[config.mk]
export PLATFORM = sky130hd
export DESIGN_NAME = aux_req_framer
export DESIGN_NICKNAME = d
export VERILOG_FILES = /design/src/rtl/aux_fr_pkg.sv /design/src/rtl/aux_tx_seq.sv /design/src/rtl/aux_rx_dec.sv /design/src/rtl/aux_req_framer.sv
export SDC_FILE = /design/constraint.sdc
export NUM_CORES = 1
export LEC_CHECK = 0
export CAP_MARGIN = 10
export CORE_ASPECT_RATIO = 0.9
export CORE_MARGIN = 2
export CORE_UTILIZATION = 51
export CTS_CLUSTER_SIZE = 28
export DETAILED_ROUTE_END_ITERATION = 16
export PLACE_DENSITY = 0.86
export SYNTH_ARGS = -nofsm -noshare
export SYNTH_HDL_FRONTEND = slang
export SYNTH_HIERARCHICAL = 1
export SYNTH_SLANG_ARGS = --single-unit
[constraint.sdc]
create_clock -name clk -period 4 [get_ports clk]
set_input_delay 1 -clock clk [delete_from_list [all_inputs] [get_ports clk]]
set_output_delay 1 -clock clk [all_outputs]
set_load 0.03 [all_outputs]
[src/rtl/aux_fr_pkg.sv]
package aux_fr_pkg;

  typedef enum logic [1:0] {
    ERR_NONE    = 2'd0,
    ERR_TIMEOUT = 2'd1,
    ERR_IO      = 2'd2,
    ERR_REJECT  = 2'd3
  } err_class_e;

  typedef enum logic [2:0] {
    ST_IDLE,
    ST_REJ,
    ST_HDR,
    ST_PAY,
    ST_WAIT
  } seq_st_e;

  // Legal commands once the middle-of-transaction bit (bit 2) is masked.
  function automatic logic cmd_is_legal(input logic [3:0] cmd);
    logic [3:0] m;
    m = cmd & 4'b1011;
    return (m == 4'h0) || (m == 4'h1) || (m == 4'h8) || (m == 4'h9);
  endfunction

  function automatic logic cmd_is_read(input logic [3:0] cmd);
    return cmd[0];
  endfunction

  // Length byte: upper nibble is the marker/total, lower nibble is size-1.
  function automatic logic [7:0] len_byte(input logic [7:0] len, input logic rd);
    logic [3:0] lo;
    logic [3:0] hi;
    if (len == 8'd0) begin
      lo = 4'd0;
      hi = 4'd3;
    end else begin
      lo = len[3:0] - 4'd1;
      hi = rd ? 4'd4 : (len[3:0] + 4'd4);
    end
    return {hi, lo};
  endfunction

  function automatic err_class_e status_class(input logic [7:0] st);
    case (st)
      8'd1:         return ERR_TIMEOUT;
      8'd2, 8'd3:   return ERR_IO;
      default:      return ERR_NONE;
    endcase
  endfunction

endpackage

[src/rtl/aux_tx_seq.sv]
module aux_tx_seq
  import aux_fr_pkg::*;
#(
  parameter int MAX_LEN = 16,
  parameter int LEN_W   = 5
) (
  input  logic             clk,
  input  logic             rst_n,
  input  logic             req_valid,
  output logic             req_ready,
  input  logic [3:0]       req_cmd,
  input  logic [15:0]      req_addr,
  input  logic [LEN_W-1:0] req_len,
  input  logic             wr_valid,
  output logic             wr_ready,
  input  logic [7:0]       wr_data,
  output logic             tx_valid,
  input  logic             tx_ready,
  output logic [7:0]       tx_data,
  input  logic             eng_done,
  output logic             ev_start,
  output logic             ev_reject,
  output logic             ev_waiting,
  output logic             rd_q,
  output logic [LEN_W-1:0] len_q
);

  localparam int HDR_BYTES = 4;
  localparam int HIDX_W    = $clog2(HDR_BYTES);

  seq_st_e           state_q;
  logic [3:0]        cmd_q;
  logic [15:0]       addr_q;
  logic [HIDX_W-1:0] hidx_q;
  logic [LEN_W-1:0]  pcnt_q;

  logic accept;
  logic bad_req;
  logic hdr_last;
  logic pay_last;

  assign accept    = req_valid && (state_q == ST_IDLE);
  assign bad_req   = !cmd_is_legal(req_cmd) || (int'(req_len) > MAX_LEN);
  assign req_ready = (state_q == ST_IDLE);
  assign hdr_last  = (hidx_q == HIDX_W'(HDR_BYTES - 1));
  assign pay_last  = (pcnt_q == len_q - LEN_W'(1));

  assign ev_start   = accept && !bad_req;
  assign ev_reject  = (state_q == ST_REJ);
  assign ev_waiting = (state_q == ST_WAIT);

  assign tx_valid = (state_q == ST_HDR) || ((state_q == ST_PAY) && wr_valid);
  assign wr_ready = (state_q == ST_PAY) && tx_ready;

  always_comb begin
    tx_data = wr_data;
    if (state_q == ST_HDR) begin
      case (hidx_q)
        2'd0:    tx_data = addr_q[7:0];
        2'd1:    tx_data = addr_q[15:8];
        2'd2:    tx_data = {cmd_q, 4'h0};
        default: tx_data = len_byte(8'(len_q), rd_q);
      endcase
    end
  end

  always_ff @(posedge clk or negedge rst_n) begin
    if (!rst_n) begin
      state_q <= ST_IDLE;
      cmd_q   <= '0;
      addr_q  <= '0;
      len_q   <= '0;
      rd_q    <= 1'b0;
      hidx_q  <= '0;
      pcnt_q  <= '0;
    end else begin
      case (state_q)
        ST_IDLE: if (accept) begin
          cmd_q   <= req_cmd;
          addr_q  <= req_addr;
          len_q   <= req_len;
          rd_q    <= cmd_is_read(req_cmd);
          hidx_q  <= '0;
          pcnt_q  <= '0;
          state_q <= bad_req ? ST_REJ : ST_HDR;
        end
        ST_REJ: state_q <= ST_IDLE;
        ST_HDR: if (tx_ready) begin
          hidx_q <= hidx_q + HIDX_W'(1);
          if (hdr_last)
            state_q <= (!rd_q && (len_q != '0)) ? ST_PAY : ST_WAIT;
        end
        ST_PAY: if (tx_ready && wr_valid) begin
          pcnt_q <= pcnt_q + LEN_W'(1);
          if (pay_last) state_q <= ST_WAIT;
        end
        ST_WAIT: if (eng_done) state_q <= ST_IDLE;
        default: state_q <= ST_IDLE;
      endcase
    end
  end

  // a byte offered to the engine holds until it is taken
  a_r2_tx_hold: assert property (@(posedge clk) disable iff (!rst_n)
    (tx_valid && !tx_ready && (state_q == ST_HDR)) |=> (tx_valid && $stable(tx_data)));

  // payload bytes are only pulled for writes of non-zero length
  a_r5_pay_write_only: assert property (@(posedge clk) disable iff (!rst_n)
    wr_ready |-> (!rd_q && (len_q != '0)));

endmodule

[src/rtl/aux_rx_dec.sv]
module aux_rx_dec
  import aux_fr_pkg::*;
#(
  parameter int LEN_W = 5
) (
  input  logic             clk,
  input  logic             rst_n,
  input  logic             ev_start,
  input  logic             ev_reject,
  input  logic             ev_waiting,
  input  logic             rd_q,
  input  logic [LEN_W-1:0] len_q,
  input  logic             eng_rx_valid,
  input  logic [7:0]       eng_rx_data,
  input  logic             eng_done,
  input  logic [7:0]       eng_status,
  input  logic [7:0]       eng_reply,
  output logic             rd_valid,
  output logic [7:0]       rd_data,
  output logic             res_valid,
  output logic             res_err,
  output logic [1:0]       res_class,
  output logic [3:0]       res_reply,
  output logic [LEN_W-1:0] res_count
);

  logic [LEN_W-1:0] cnt_q;
  logic             fwd;
  err_class_e       cls;

  assign fwd      = ev_waiting && eng_rx_valid && rd_q && (cnt_q < len_q);
  assign rd_valid = fwd;
  assign rd_data  = eng_rx_data;
  assign cls      = status_class(eng_status);

  always_ff @(posedge clk or negedge rst_n) begin
    if (!rst_n) begin
      cnt_q     <= '0;
      res_valid <= 1'b0;
      res_err   <= 1'b0;
      res_class <= ERR_NONE;
      res_reply <= '0;
      res_count <= '0;
    end else begin
      res_valid <= 1'b0;
      res_err   <= 1'b0;
      if (ev_start) cnt_q <= '0;
      else if (fwd) cnt_q <= cnt_q + LEN_W'(1);
      if (ev_reject) begin
        res_valid <= 1'b1;
        res_err   <= 1'b1;
        res_class <= ERR_REJECT;
        res_reply <= '0;
        res_count <= '0;
      end else if (ev_waiting && eng_done) begin
        res_valid <= 1'b1;
        res_err   <= (cls != ERR_NONE);
        res_class <= cls;
        if (cls == ERR_NONE) begin
          res_reply <= eng_reply[7:4];
          res_count <= rd_q ? cnt_q : len_q;
        end else begin
          res_reply <= '0;
          res_count <= '0;
        end
      end
    end
  end

  // reported count never exceeds the requested length
  a_r7_clip: assert property (@(posedge clk) disable iff (!rst_n)
    res_valid |-> (res_count <= len_q));

  // an error result carries no count and no reply
  a_r8_err_empty: assert property (@(posedge clk) disable iff (!rst_n)
    (res_valid && res_err) |-> ((res_count == '0) && (res_reply == '0)));

endmodule

[src/rtl/aux_req_framer.sv]
module aux_req_framer
  import aux_fr_pkg::*;
#(
  parameter int MAX_LEN = 16,
  parameter int LEN_W   = 5
) (
  input  logic             clk,
  input  logic             rst_n,
  input  logic             req_valid,
  output logic             req_ready,
  input  logic [3:0]       req_cmd,
  input  logic [15:0]      req_addr,
  input  logic [LEN_W-1:0] req_len,
  input  logic             wr_valid,
  output logic             wr_ready,
  input  logic [7:0]       wr_data,
  output logic             tx_valid,
  input  logic             tx_ready,
  output logic [7:0]       tx_data,
  input  logic             eng_rx_valid,
  input  logic [7:0]       eng_rx_data,
  input  logic             eng_done,
  input  logic [7:0]       eng_status,
  input  logic [7:0]       eng_reply,
  output logic             rd_valid,
  output logic [7:0]       rd_data,
  output logic             res_valid,
  output logic             res_err,
  output logic [1:0]       res_class,
  output logic [3:0]       res_reply,
  output logic [LEN_W-1:0] res_count
);

  logic             ev_start;
  logic             ev_reject;
  logic             ev_waiting;
  logic             rd_q;
  logic [LEN_W-1:0] len_q;

  aux_tx_seq #(.MAX_LEN(MAX_LEN), .LEN_W(LEN_W)) u_seq (
    .clk(clk), .rst_n(rst_n),
    .req_valid(req_valid), .req_ready(req_ready),
    .req_cmd(req_cmd), .req_addr(req_addr), .req_len(req_len),
    .wr_valid(wr_valid), .wr_ready(wr_ready), .wr_data(wr_data),
    .tx_valid(tx_valid), .tx_ready(tx_ready), .tx_data(tx_data),
    .eng_done(eng_done),
    .ev_start(ev_start), .ev_reject(ev_reject), .ev_waiting(ev_waiting),
    .rd_q(rd_q), .len_q(len_q)
  );

  aux_rx_dec #(.LEN_W(LEN_W)) u_dec (
    .clk(clk), .rst_n(rst_n),
    .ev_start(ev_start), .ev_reject(ev_reject), .ev_waiting(ev_waiting),
    .rd_q(rd_q), .len_q(len_q),
    .eng_rx_valid(eng_rx_valid), .eng_rx_data(eng_rx_data),
    .eng_done(eng_done), .eng_status(eng_status), .eng_reply(eng_reply),
    .rd_valid(rd_valid), .rd_data(rd_data),
    .res_valid(res_valid), .res_err(res_err), .res_class(res_class),
    .res_reply(res_reply), .res_count(res_count)
  );

  // a rejection is reported with nothing sent in the cycle before it
  a_r1_reject_silent: assert property (@(posedge clk) disable iff (!rst_n)
    (res_valid && (res_class == ERR_REJECT)) |-> $past(!tx_valid));

  // ready comes back together with the result
  a_r10_ready_at_result: assert property (@(posedge clk) disable iff (!rst_n)
    res_valid |-> req_ready);

  // the result is a single-cycle pulse
  a_r10_single_pulse: assert property (@(posedge clk) disable iff (!rst_n)
    res_valid |=> !res_valid);

  // error flag agrees with a non-zero class
  a_r6_err_class: assert property (@(posedge clk) disable iff (!rst_n)
    res_err |-> (res_valid && (res_class != ERR_NONE)));

endmodule

# Word-level counts from Yosys, hierarchy flattened
# Cells that the tools add are included.
# totals
out_inout_bits	33
in_bits	64
reg_bits	54
word_cells	111
# op_classes
n_reduce_logical	34
magnitude_cmp	2
n_eq_ne	20
n_mux	36
add_sub_neg	6
# op_table
op	count
$mux W5	8
$mux W4	6
$pmux W8 S3	1
$mux W3	7
$eq A8 B2 Y1 const B	2
$pmux W3 S4	1
$add A5 B1 Y5 const B	2
$logic_and A1 B1 Y1	10
$mux W2	5
$pmux W5 S2	1
$reduce_bool A2 Y1	5
$eq A3 B3 Y1 const B	3
$eq A8 B1 Y1 const B	1
$mux W8	1
$pmux W2 S2	2
$eq A3 B1 Y1 const B	2
$eq A3 B2 Y1 const B	2
$ne A2 B1 Y1 const B	3
$ne A2 B2 Y1 const B	3
$reduce_and A3 Y1	2
$reduce_and A6 Y1	1
$eq A5 B5 Y1	1
$gt A5 B5 Y1 const B	1
$logic_not A5 Y1	1
other kinds (16)	27

# Depth between registers and ports, before layout
# Gate-level depths: netlist of the first run.
# logic_depth
word_depth	9
depth_mapped	7
ltp_nobuf	6

# Cells and area by module
# The synthesis of the first run kept the hierarchy.
# modules_own_cells
module	instances	area_per_inst_um2	cells_per_inst	seq_area_each_um2
aux_tx_seq	1	2025.7	242	875.8
aux_rx_dec	1	1122.3	117	450.4

# Least setup slack after synthesis of the first run
# OpenSTA, ideal clock, no wires.
# synth_timing
path_kind	input to output
startpoint	in eng_rx_valid
endpoint	out rd_valid
path_slack_ns	1.187
arrival_ns	1.813
required_ns	3.000
stages	3
path_buffers	0
path_cell_list	and4b_1 o21ai_1 nor2_1
# synth_between
elab_chain_len	3
# synth_lines
element	line	source
start: declaration	aux_req_framer.sv:20	input logic eng_rx_valid,
$logic_and A1 B1 Y1 (3 in series)	aux_rx_dec.sv:31	assign fwd = ev_waiting && eng_rx_valid && rd_q && (cnt_q < len_q);
end: declaration	aux_req_framer.sv:25	output logic rd_valid,
# Every way passes these cells.

# Final worst setup path of the first run
# Ends and elaborated chain as after synthesis.

==> results of run 1 <==
-- flip-flops by register name, indices dropped and copies added (netlist names), 2 cells and up --
signal,flops
u_dec/res_count,5
u_seq/cmd_q,4
u_seq/hidx_q,2
u_seq/len_q,5
u_seq/addr_q,16
u_dec/res_reply,4
u_dec/cnt_q,5
u_dec/res_class,2
u_seq/state_q,3
u_seq/pcnt_q,5
-- cell usage after synthesis, drive strengths merged --
cell	n	area share
nor2b	2	0.0040
ha	12	0.048
nand2	91	0.11
nor3b	2	0.0064
o31ai	2	0.0048
nor2	13	0.016
a32oi	1	0.0028
o21ai	29	0.046
or3	2	0.0040
o22ai	1	0.0020
o221a	2	0.0072
clkbuf	3	0.0036
o41ai	1	0.0028
mux2i	1	0.0032
inv	14	0.017
and3	2	0.0040
xnor2	6	0.017
a211oi	1	0.0024
nor4	1	0.0020
or3b	1	0.0036
or4	5	0.013
a41o	1	0.0032
mux2	2	0.0072
o21bai	1	0.0036
and2	4	0.0079
a222oi	2	0.0064
o311ai	1	0.0028
nand3	22	0.049
xnor3	1	0.0072
and3b	2	0.0056
nand2b	7	0.014
nand4b	1	0.0028
nand4	4	0.0079
nor3	8	0.016
and4b	2	0.0064
dfrtp	53	0.42
xor2	4	0.011
buf	24	0.049
a21oi	21	0.044
a22oi	6	0.014
a31oi	1	0.0020
-- cell families (layout without fill, tap and decap cells) --
kind of cell,count (synthesis),after routing,share of synthesized area
xor+xnor,11,11,0.03497
simple gates,169,169,0.2723
fa+ha+maj,12,12,0.04769
flops,53,53,0.4213
compound gates,70,70,0.1443
mux,3,3,0.01033
buf+inv,41,102,0.06916
-- layout by cell type, fill, tap and decap left out, drive strengths merged, types with 2 or more instances in the layout --
cell type and instances:
nand2b 7, and4b 2, or4 5, xnor2 6, nor2b 2, a21oi 21
or3 2, clkdlybuf4s50 75, nand3 22, nor3 8, nand2 91, a22oi 6
dfrtp 53, o31ai 2, buf 5, o221a 2, mux2 2, nor3b 2
and2 4, and3 2, clkbuf 5, nor2 13, xor2 4, nand4 4
a222oi 2, ha 12, o21ai 29, inv 15, and3b 2
-- power by group through the flow --
stage	Clock (W)	Combinational (W)	Sequential, W
floorplan	0	0.000896	0.000914
global placement	0	0.00130	0.000889
detailed placement	0	0.00133	0.000897
CTS	0.000380	0.00134	0.000889
global route	0.000399	0.00147	0.000916
finish	0.000374	0.00134	0.000891
-- stage by stage --
| step | std cells | utilization | total power (W) |
|---|---|---|---|
| 3_3_place_gp | 484 | 0.6381 | 0.002191 |
| 2_1_floorplan | 359 | - | 0.001810 |
| 5_1_grt | 492 | 0.6567 | 0.002784 |
| 3_5_place_dp | 484 | 0.6381 | 0.002228 |
| 6_report | 492 | 0.6567 | 0.002608 |
| 4_1_cts | 492 | 0.6567 | 0.002609 |
-- tightest hold or removal path: stages (launching register included) --
cell and delay [ns]:
dfrtp_1 0.36, nand2_1 0.05, nand2_1 0.05
-- metal layers --
layer  global-route usage  wire, um
met1               0.3164      3428
met2               0.3847      3647
met3              0.04101       405
met4              0.09531       109
met5                    0         0
-- worst paths after layout --
kind,to,depth (start not counted)
setup / recovery,rd_valid,5
hold / removal,u_seq/addr_q[12]$_DFFE_PN0P_,2
setup reg to reg,u_dec/cnt_q[0]$_DFFE_PN0P_,5
hold reg to reg,u_seq/addr_q[12]$_DFFE_PN0P_,2
max in group asynchronous,u_dec/res_count[3]$_DFFE_PN0P_,2
min in group asynchronous,u_seq/addr_q[13]$_DFFE_PN0P_,1
-- final cells by class --
type,count,area (um2)
Inverter,14,52.55
Multi-Input combinational cell,265,1604
Timing Repair Buffer,80,785.8
Clock inverter,3,43.79
Tap cell,72,90.09
Fill cell,488,2076
Clock buffer,5,68.82
Sequential cell,53,1326
==> results by group, run 1 <==
Outcome
  – Status: completed

STA
  – Final TNS setup: 0 ns
  – Crit path time final: 3.788 ns
  – RSZ-0062 raised after global routing: false
  – Setup clock skew after layout: 0.009341 ns
  – Final number of max-transition violations: 0
  – Upper clock frequency limit: 0.2640 GHz
  – Worst relative slew slack: 0.3298
  – Least setup slack across all paths after layout: 0.2124 ns
  – Endpoints failing hold: 0
  – Final-report setup violation count: 0
  – Share of the clock period used by the worst path: 0.9469
  – Worst Hold Margin: 0.4871 ns
  – Slew at the pin with the worst max-slew slack: 1.005 ns

CTS
  – Num CTS Buffers: 5
  – Number of hold buffers added after cts: 0
  – Number of clock sinks: 53
  – Htree depth: 2
  – Buffer count from post-CTS setup fixing: 0
  – Largest buffer count on any clock path: 2
  – Clock latency on the worst-skew pair: 0.31 ns
  – TritonCTS clock tree: yes
  – Clock Pin Slew Worst Setup and Hold Paths: 0.10 ns
  – Resized cells post-CTS: 0
  – Root Buffer Master: clkbuf_8

Critical path
  – Setup crit end kind: output port
  – First element of the critical path: eng_rx_valid
  – Type of element launching the critical path: input port
  – Critical-path cell with the highest stage delay: clkdlybuf4s50_1
  – Critical path buffer and inverter count: 2
  – CP max FO: 7
  – Endpoint arrival time on the critical path: 2.79 ns
  – Delay of the slowest cell on the worst path: 0.72 ns
  – Register-to-register setup slack: 1.92 ns
  – CP most frequent cell: clkdlybuf4s50_1
  – Crit-path cells: clkdlybuf4s50_1 > and4b_1 > o21ai_1 > nor2_1 > clkdlybuf4s50_1
  – Dominant delay contributor by cell family on the critical path: buffers and inverters
  – Category of the most critical setup path: input port to output port
  – R2r startpoint: u_seq/state_q[0]$_DFFE_PN0P_
  – Required time of the critical path: 3.00 ns

Pwr
  – Maximum vdd ir drop: 0.0003672 V
  – Seq pwr share: 0.342
  – Logic gate share of total power: 0.515
  – Internal Power: 0.001466 W
  – Switch Pwr: 0.001142 W
  – Leakage component of the power: 1.720 nW
  – Cell area power density: 656.8 nW/um2
  – Net switching fraction of the power: 0.4378
  – Portion of total power attributed to the clock network: 0.143

Die
  – IO Pins: 97
  – Area of the core: 6047 um2
  – Row count: 27
  – Overall die height: 78.54 um
  – Die Span X: 86.82 um
  – Initial Utilization: 0.5206
  – Die Footprint: 6818 um2

Placed design
  – Post-DP HPWL: 5603 um
  – Weighted congestion at the end of routability-driven global placement: 0.8447
  – Minimum setup slack after placement: 0.2032 ns
  – Cell area after placement: 3859 um2
  – Port-buffer cells: 76

Final layout
  – Area overhead of the layout relative to synthesis: 26.15%
  – Count of inserted antenna diode cells: 0
  – Final instance area: 3971 um2
  – Final net count: 495
  – Share of cells above drive strength 1: 0.1000

Routing
  – DRC violations left: 0
  – Avg WL per Cell: 15.43 um
  – Avg Vias per Cell: 5.675
  – Number of nets with antenna violations after detailed routing: 0
  – Initial drt markers: 172
  – Via count: 2792
  – Total routed wirelength: 7591 um
  – Number of detailed-route iterations in the first pass: 4

Synthesis
  – Number of flip-flops and latches in the synthesized netlist: 53
  – Register area share after synthesis: 0.4213
  – Cell Area, Synth: 3148 um2
  – Synthesis warning total: 6
  – Yosys cell types: 53
  – Number of standard cells after synthesis: 359
  – Synthesized area per cell: 8.769 um2
  – Post-synth net total: 435

Global routing
  – Vias in the first global route: 2852
  – Global-route total usage across every layer: 0.2380
  – Wire length of the first global-routing pass: 12850 um
  – Number of antenna violations at the first check in global routing: 0
  – Largest net degree at the start of global routing: 45
  – Overflow left after global routing: 0

Flow run
  – Max-cap violations: 0

Worst hold path
  – Hold/Removal Path Class: register to register
  – Startpoint of the worst hold path: u_seq/addr_q[12]$_DFFE_PN0P_
Power figures use the tool's default switching activity.
==> run 2, diff against run 1 <==
==> constraint.sdc (replaced) <==
create_clock -name clk -period 4 [get_ports clk]
set_input_delay 0.8 -clock clk [delete_from_list [all_inputs] [get_ports clk]]
set_output_delay 0.8 -clock clk [all_outputs]
set_load 0.03 [all_outputs]
==> results by group, run 2 (same netlist as run 1, synthesis figures left out) <==
Routing
  – Total routed wirelength: 7420 um
  – Avg WL per Cell: 15.11 um
  – Number of nets with antenna violations after detailed routing: 0
  – DRC violations left: 0
  – Number of detailed-route iterations in the first pass: 5
  – Initial drt markers: 161
  – Avg Vias per Cell: 5.611
  – Via count: 2755

Placed design
  – Minimum setup slack after placement: 0.6312 ns
  – Post-DP HPWL: 5516 um
  – Weighted congestion at the end of routability-driven global placement: 0.8522
  – Port-buffer cells: 76

Critical path
  – Critical-path cell with the highest stage delay: clkdlybuf4s50_1
  – Delay of the slowest cell on the worst path: 0.72 ns
  – Crit-path cells: clkdlybuf4s50_1 > and4b_1 > o21ai_1 > nor2_1 > clkdlybuf4s50_1
  – Endpoint arrival time on the critical path: 2.56 ns
  – Worst reg2reg path depth: 4
  – Category of the most critical setup path: input port to output port
  – Type of element launching the critical path: input port
  – CP max FO: 7
  – Setup crit end kind: output port
  – CP most frequent cell: clkdlybuf4s50_1
  – Required time of the critical path: 3.20 ns

Global routing
  – Number of antenna violations at the first check in global routing: 0
  – Wire length of the first global-routing pass: 12260 um
  – Vias in the first global route: 2683
  – Overflow left after global routing: 0
  – Global-route total usage across every layer: 0.2265
  – Largest net degree at the start of global routing: 33

Worst hold path
  – Hold/Removal Path Class: input port to asynchronous set/reset pin

Die
  – Overall die height: 78.54 um
  – Row count: 27
  – Initial Utilization: 0.5206
  – Die Span X: 86.82 um
  – Area of the core: 6047 um2
  – IO Pins: 97
  – Die Footprint: 6818 um2

Final layout
  – Leading cell types in the layout, fill and taps excluded: nand2_1, clkdlybuf4s50_1, dfrtp_1, o21ai_0
  – Final net count: 494
  – Largest register by flop count: u_seq/addr_q
  – Fill cell total of the finished layout: 515
  – Count of inserted antenna diode cells: 0
  – Number of flip-flops in the largest register: 16
  – Share of cells above drive strength 1: 0.09547
  – Most common cell after layout, fill and taps aside: nand2_1
  – Area overhead of the layout relative to synthesis: 24.96%

STA
  – Share of the clock period used by the worst path: 0.8409
  – Slew at the pin with the worst max-slew slack: 1.162 ns
  – Crit path time final: 3.364 ns
  – Setup clock skew after layout: 0.003862 ns
  – Worst relative slew slack: 0.2251
  – Final-report setup violation count: 0
  – Endpoints failing hold: 0
  – Least setup slack across all paths after layout: 0.6363 ns
  – Final TNS setup: 0 ns
  – Final number of max-transition violations: 0
  – Upper clock frequency limit: 0.2973 GHz
  – RSZ-0062 raised after global routing: false

CTS
  – TritonCTS clock tree: yes
  – Clock latency on the worst-skew pair: 0.31 ns
  – Number of hold buffers added after cts: 0
  – Resized cells post-CTS: 0
  – Largest buffer count on any clock path: 2
  – Buffer count from post-CTS setup fixing: 0
  – Root Buffer Master: clkbuf_8
  – Num CTS Buffers: 5
  – Htree depth: 2
  – Clock Pin Slew Worst Setup and Hold Paths: 0.09 ns
  – Number of clock sinks: 53

Pwr
  – Leakage component of the power: 1.701 nW
  – Cell area power density: 641.9 nW/um2
  – Maximum vdd ir drop: 0.0002925 V

Outcome
  – Status: completed

Flow run
  – Max-cap violations: 0
==> run 2: cell count changes in the layout (fill, tap and decap cells not counted), sizes merged <==
cell    before  now
buf          5    4
bufinv       1    0
clkbuf       5    6
clkinv       1    2
inv         15   14
==> run 2: worst max-delay path, delay by kind of cell <==
family | cells | cell delay (ns)
buffers and inverters | 2 | 1.18
AND/OR/NAND/NOR | 2 | 0.43
AO/OA/AOI/OAI | 1 | 0.15
==> run 2: final cells by class <==
class	count	area, um2	area share
sequential	53	1326	0.3371
tap	72	90.09	0.02290
multi-input combinational	265	1604	0.4078
timing repair buffer	79	778.2	0.1978
clock buffer	6	72.57	0.01845
clock inverter	2	10.01	0.002545
inverter	14	52.55	0.01336
==> run 2: path summary, 6_finish.rpt <==
kind,startpoint,to,slack (ns)
min,rst_n,u_seq/addr_q[13]$_DFFE_PN0P_,0.48
max in group asynchronous,rst_n,u_dec/cnt_q[1]$_DFFE_PN0P_,2.75
min reg2reg,u_seq/addr_q[7]$_DFFE_PN0P_,u_seq/addr_q[7]$_DFFE_PN0P_,0.49
max reg2reg,u_seq/state_q[0]$_DFFE_PN0P_,u_seq/len_q[0]$_DFFE_PN0P_,1.77
min in group clk,u_seq/addr_q[7]$_DFFE_PN0P_,u_seq/addr_q[7]$_DFFE_PN0P_,0.49
max,eng_rx_valid,rd_valid,0.64
==> run 2: stage by stage <==
step                total power (W)  instances  utilization  hold slack, ns  cell area [um2]
floorplan                  0.001810        359            -          0.4453             3148
global placement           0.002184        483       0.6369          0.4618             3851
detailed placement         0.002226        483       0.6369          0.4666             3851
CTS                        0.002525        491       0.6505          0.4881             3934
global route               0.002710        491       0.6505          0.4987             3934
finish                     0.002525        491       0.6505          0.4761             3934
==> run 2: report_power, final <==
group / leakage [nW] / switching (W) / internal (W)
Clock: 0.0450 / 0.000172 / 0.000122
Combinational: 0.972 / 0.000785 / 0.000556
Sequential: 0.684 / 0.000170 / 0.000720
Total: 1.70 / 0.00113 / 0.00140
==> run 2: metal layers <==
metal	routed length, um	global-route usage	vias up
met4	137	0.06719	0
met5	0	0	-
met1	3361	0.3099	1294
met3	416	0.04732	18
met2	3505	0.3611	103
li1	-	-	1340
